### src/rtl/pcu_pkg.sv
package pcu_pkg;

    localparam int OPC_W = 4;

    localparam logic [OPC_W-1:0] OPC_JUMP   = 4'b0111;
    localparam logic [OPC_W-1:0] OPC_BRANCH = 4'b1000;

    // Which source feeds the program counter next cycle.
    typedef enum logic [1:0] {
        SEL_SEQ = 2'd0,
        SEL_ABS = 2'd1,
        SEL_REL = 2'd2
    } next_sel_e;

endpackage

### src/rtl/pcu_decode.sv
module pcu_decode
    import pcu_pkg::*;
(
    input  logic [OPC_W-1:0] opcode,
    input  logic             mode_bit,
    input  logic             cmp_flag,
    output next_sel_e        sel,
    output logic             redirect
);

    always_comb begin
        sel      = SEL_SEQ;
        redirect = 1'b0;
        unique case (opcode)
            OPC_JUMP: begin
                sel      = mode_bit ? SEL_REL : SEL_ABS;
                redirect = 1'b1;
            end
            OPC_BRANCH: begin
                if (cmp_flag) begin
                    sel      = SEL_REL;
                    redirect = 1'b1;
                end
            end
            default: begin
                sel      = SEL_SEQ;
                redirect = 1'b0;
            end
        endcase
    end

endmodule

### src/rtl/pcu_target.sv
module pcu_target
    import pcu_pkg::*;
#(
    parameter int ADDR_W = 16,
    parameter int OFF_W  = 11
) (
    input  logic [ADDR_W-1:0] pc,
    input  logic [ADDR_W-1:0] abs_addr,
    input  logic [OFF_W-1:0]  offset,
    input  next_sel_e         sel,
    output logic [ADDR_W-1:0] next_pc
);

    logic [ADDR_W-1:0] off_ext;
    logic [ADDR_W-1:0] seq_addr;
    logic [ADDR_W-1:0] rel_addr;

    generate
        if (OFF_W < ADDR_W) begin : g_sext
            assign off_ext = {{(ADDR_W-OFF_W){offset[OFF_W-1]}}, offset};
        end else begin : g_trunc
            assign off_ext = offset[ADDR_W-1:0];
        end
    endgenerate

    assign seq_addr = pc + ADDR_W'(1);
    assign rel_addr = pc + off_ext;

    always_comb begin
        unique case (sel)
            SEL_ABS: next_pc = abs_addr;
            SEL_REL: next_pc = rel_addr;
            default: next_pc = seq_addr;
        endcase
    end

endmodule

### src/rtl/pcu_branch_unit.sv
module pcu_branch_unit
    import pcu_pkg::*;
#(
    parameter int ADDR_W  = 16,
    parameter int INSTR_W = 16,
    parameter int OFF_W   = 11
) (
    input  logic               clk,
    input  logic               rst,
    input  logic [INSTR_W-1:0] instr,
    input  logic [ADDR_W-1:0]  reg_val,
    input  logic               cmp_flag,
    output logic [ADDR_W-1:0]  fetch_addr,
    output logic               taken
);

    localparam int MODE_POS = INSTR_W - OPC_W - 1;

    typedef struct packed {
        logic [ADDR_W-1:0] pc;
        logic              taken;
    } pcu_state_t;

    pcu_state_t        state_d;
    pcu_state_t        state_q;
    next_sel_e         sel;
    logic              redirect;
    logic [ADDR_W-1:0] target;

    pcu_decode u_decode (
        .opcode   (instr[INSTR_W-1 -: OPC_W]),
        .mode_bit (instr[MODE_POS]),
        .cmp_flag (cmp_flag),
        .sel      (sel),
        .redirect (redirect)
    );

    pcu_target #(
        .ADDR_W (ADDR_W),
        .OFF_W  (OFF_W)
    ) u_target (
        .pc       (state_q.pc),
        .abs_addr (reg_val),
        .offset   (instr[OFF_W-1:0]),
        .sel      (sel),
        .next_pc  (target)
    );

    always_comb begin
        state_d = state_q;
        if (rst) begin
            state_d.pc    = '0;
            state_d.taken = 1'b0;
        end else begin
            state_d.pc    = target;
            state_d.taken = redirect;
        end
    end

    always_ff @(posedge clk) begin
        state_q <= state_d;
    end

    assign fetch_addr = state_q.pc;
    assign taken      = state_q.taken;

endmodule

### config.mk
export PLATFORM = sky130hd
export DESIGN_NAME = pcu_branch_unit
export DESIGN_NICKNAME = d
export VERILOG_FILES = /design/src/rtl/pcu_pkg.sv /design/src/rtl/pcu_decode.sv /design/src/rtl/pcu_target.sv /design/src/rtl/pcu_branch_unit.sv
export SDC_FILE = /design/constraint.sdc
export NUM_CORES = 1
export LEC_CHECK = 0
export BUFFER_PORTS_ARGS = -buffer_cell sky130_fd_sc_hd__buf_2
export CAP_MARGIN = 20
export CORE_ASPECT_RATIO = 0.6
export CORE_MARGIN = 4
export CORE_UTILIZATION = 50
export CTS_CLUSTER_SIZE = 20
export DETAILED_ROUTE_END_ITERATION = 16
export PLACE_DENSITY = 0.8
export REMOVE_ABC_BUFFERS = 1
export SLEW_MARGIN = 25
export SYNTH_ARGS = -nofsm -noshare
export SYNTH_HDL_FRONTEND = slang
export SYNTH_SLANG_ARGS = --single-unit
### constraint.sdc
create_clock -name clk -period 4.1 [get_ports clk]
set_clock_uncertainty 0.2 [all_clocks]
set_input_delay 0.82 -clock clk [delete_from_list [all_inputs] [get_ports clk]]
set_output_delay 0.82 -clock clk [all_outputs]
set_load 0.005 [all_outputs]
==> results.sh <==
export IMPL_drv_slew=0
export IMPL_async_flop_share_pct=0
export IMPL_n_antenna_cell=0
export IMPL_ctsHoldBuffers=0
export IMPL_clkLatencyLatePin_ns=0.26
export IMPL_place_ws_ns=0.2052
export IMPL_rows=14
export IMPL_multi_input_area_mm2=0.001072
export IMPL_synth_commonest_cells="nand2_1 (22), a21oi_1 (18), dfxtp_1 (17)"
export IMPL_fmax_mhz=272.7
export IMPL_synth_edff_count=0
export IMPL_period_share_pct=89.44
export IMPL_post_dp_hpwl_um=3062
export IMPL_port_buffers=51
export IMPL_start_util_pct=55.63
export IMPL_syn2layout_area_growth_pct=23.13
export IMPL_fin_util_pct=68.50
export IMPL_ys_types=53
export IMPL_setup_tns_ns=0
export IMPL_synth_seq_area_share_pct=23.13
export IMPL_final_seq_area_um2=340.3
export IMPL_vias=1550
export IMPL_coreArea_mm2=0.002645
export IMPL_final_min_clock_period_ns=3.667
export IMPL_synth_top_area_share_pct=23.13
export IMPL_slowest_stage="a221oi_2"
export IMPL_synthesis_area_mm2=0.001471
export IMPL_wirelength_um=3983
export IMPL_ir_worst_vdd_mv=0.1623
export IMPL_sw_frac_of_total_pct=28.49
export IMPL_drive_above_1_share_pct=28.03
export IMPL_globalplace_congestion=0.8014
export IMPL_p_switching_w=0.0001148
export IMPL_die_x_um=78.04
export IMPL_yosysWarnings=0
export IMPL_netlist_top_cells_area="dfxtp_1 (23%), ha_1 (8.5%), a21oi_1 (6.1%)"
export IMPL_post_synth_top_count_cell="nand2_1"
export IMPL_die_y_um=50.02
export IMPL_p_leak_nw=0.8247
export IMPL_gr_usage_all_layers_pct=21.20
export IMPL_netlist_instances=188
export IMPL_n_fill_cell=263
export IMPL_timing_slew_headroom_pct=58.07
export IMPL_cts_max_level=1
export IMPL_path_delay_family="compound AO/OA/AOI/OAI gates"
export IMPL_cts_tree="done"
export IMPL_synth_main_ff_cell="dfxtp_1"
export IMPL_root_buffer="clkbuf_8"
export IMPL_p_comb_share_pct=21.8
export IMPL_crit_fanout=5
export IMPL_cp_cell_sequence="buf_2 > nor3_1 > nand3_1 > a21boi_1 > or2_2 > ha_1 > fa_1 > a21oi_1 > o21ai_1 > a221oi_2 > nor3b_1 > a41oi_1 > a31oi_1"
export IMPL_synth_seq_cells=17
export IMPL_antenna_found_initial=0
export IMPL_drt_pass1_iterations=4
export IMPL_critPathRequiredTime_ns=4.09
export IMPL_numCtsBuffers=3
export IMPL_grt_setup_unrepaired="false"
export IMPL_cts_num_sinks=17
export IMPL_drt_iter0_drc=103
export IMPL_layout_nets=286
export IMPL_postRouteAntennaNets=0
export IMPL_power_density_mw_per_mm2=222.4
export IMPL_pin_count=52
export IMPL_cts_buffer_depth=2
export IMPL_post_cts_resized=0
export IMPL_start_kind="input port"
export IMPL_critical_path_class="in -> reg"
export IMPL_setup_viol=0
export IMPL_crit_path_max_incr_delay_ns=0.43
export IMPL_post_synth_top_area_cell="dfxtp_1"
export IMPL_drv_cap=0
export IMPL_timing_final_ws_setup_ns=0.4330
export IMPL_finalHoldViolCount=0
export IMPL_postSynthAreaPerCell_um2=7.827
export IMPL_grt_pass1_vias=1449
export IMPL_end_kind="flip-flop"
export IMPL_crit_arrival_ns=3.66
export IMPL_clk_pin_slew_ns=0.07
export IMPL_postCtsSetupBuffers=0
export IMPL_hp_class="reg -> reg"
export IMPL_wl_per_cell_um=14.28
export IMPL_intPower_w=0.0002881
export IMPL_p_clk_share_pct=32.8
export IMPL_seqPwrFrac_pct=45.4
export IMPL_grt_max_degree=26
export IMPL_tightest_slew_ns=0.6289
export IMPL_die_area_mm2=0.003903
export IMPL_overflow=0
export IMPL_outcome="completed"
export IMPL_grt_pass1_wl_um=6679
export IMPL_viasPerCell=5.556
export IMPL_route_detailed_drc=0
export IMPL_cp_num_buf_inv=1
[layout make-up]
class / instances / share of cell area [%]
clock buffer: 4 / 2.486
inverter: 7 / 1.450
multi-input combinational: 157 / 59.19
sequential: 17 / 18.78
tap: 40 / 2.762
timing repair buffer: 54 / 15.33
[cells by family after synthesis]
kind of cell,after synthesis,share of synthesized area [%]
and+or+nand+nor,84,32.57
AOI/OAI and AO/OA,54,25.68
DFF,17,23.13
buffers and inverters,14,3.997
adders and majority gates,11,9.864
xor gates and xnor gates,8,4.762
[worst min-delay path, stage by stage, from the launching register on]
cell and delay [ns]:
dfxtp_1 0.35, xnor2_1 0.10, nand2_1 0.08, o211ai_1 0.08
[path summary, 6_finish.rpt]
path	startpoint	endpoint	slack (ns)	cells past startpoint
max	instr[13]	fetch_addr[12]	0.43	13
min	fetch_addr[15]	fetch_addr[15]	0.46	3
max reg2reg	fetch_addr[0]	fetch_addr[12]	1.61	8
min reg2reg	fetch_addr[15]	fetch_addr[15]	0.46	3
[routing by layer]
metal | track usage, % | vias to the layer above | share of wire, %
li1 | - | 804 | -
met1 | 30.35 | 694 | 51
met2 | 32.67 | 50 | 41
met3 | 5.273 | 2 | 7.2
met4 | 2.907 | 0 | 0.33
met5 | 0 | - | 0
[flip-flops by register name, summed over array words and instances, names as in the netlist]
name,count
fetch_addr,16
taken,1
[layout by cell type (no fill, tap or decap), drive strengths merged, types with 3 or more instances in the layout]
cell,n
nand2,22
and3,8
nand3,7
xnor2,8
nor3,6
buf,54
dfxtp,17
nor2,9
clkbuf,4
nand2b,3
a211oi,3
o21ai,7
o21a,3
ha,10
and2,4
inv,7
a21oi,18
nor2b,10
[stage by stage]
stage	cells	total power (W)	hold WS, ns	area, um^2
2_1_floorplan	181	0.0002333	0.4206	1439
3_3_place_gp	275	0.0002717	0.4522	1767
3_5_place_dp	275	0.0002735	0.4428	1767
4_1_cts	279	0.0004064	0.4626	1812
5_1_grt	279	0.0004278	0.5325	1812
6_report	279	0.0004029	0.4555	1812
[power groups by stage]
stage	clock network [W]	logic [W]	registers, W
after floorplan	0	0.0000468	0.000187
after global placement	0	0.0000853	0.000186
after detailed placement	0	0.0000870	0.000186
after CTS	0.000136	0.0000877	0.000183
after global routing	0.000144	0.0000991	0.000185
final	0.000132	0.0000879	0.000183
(Power assumes the default switching activity.)
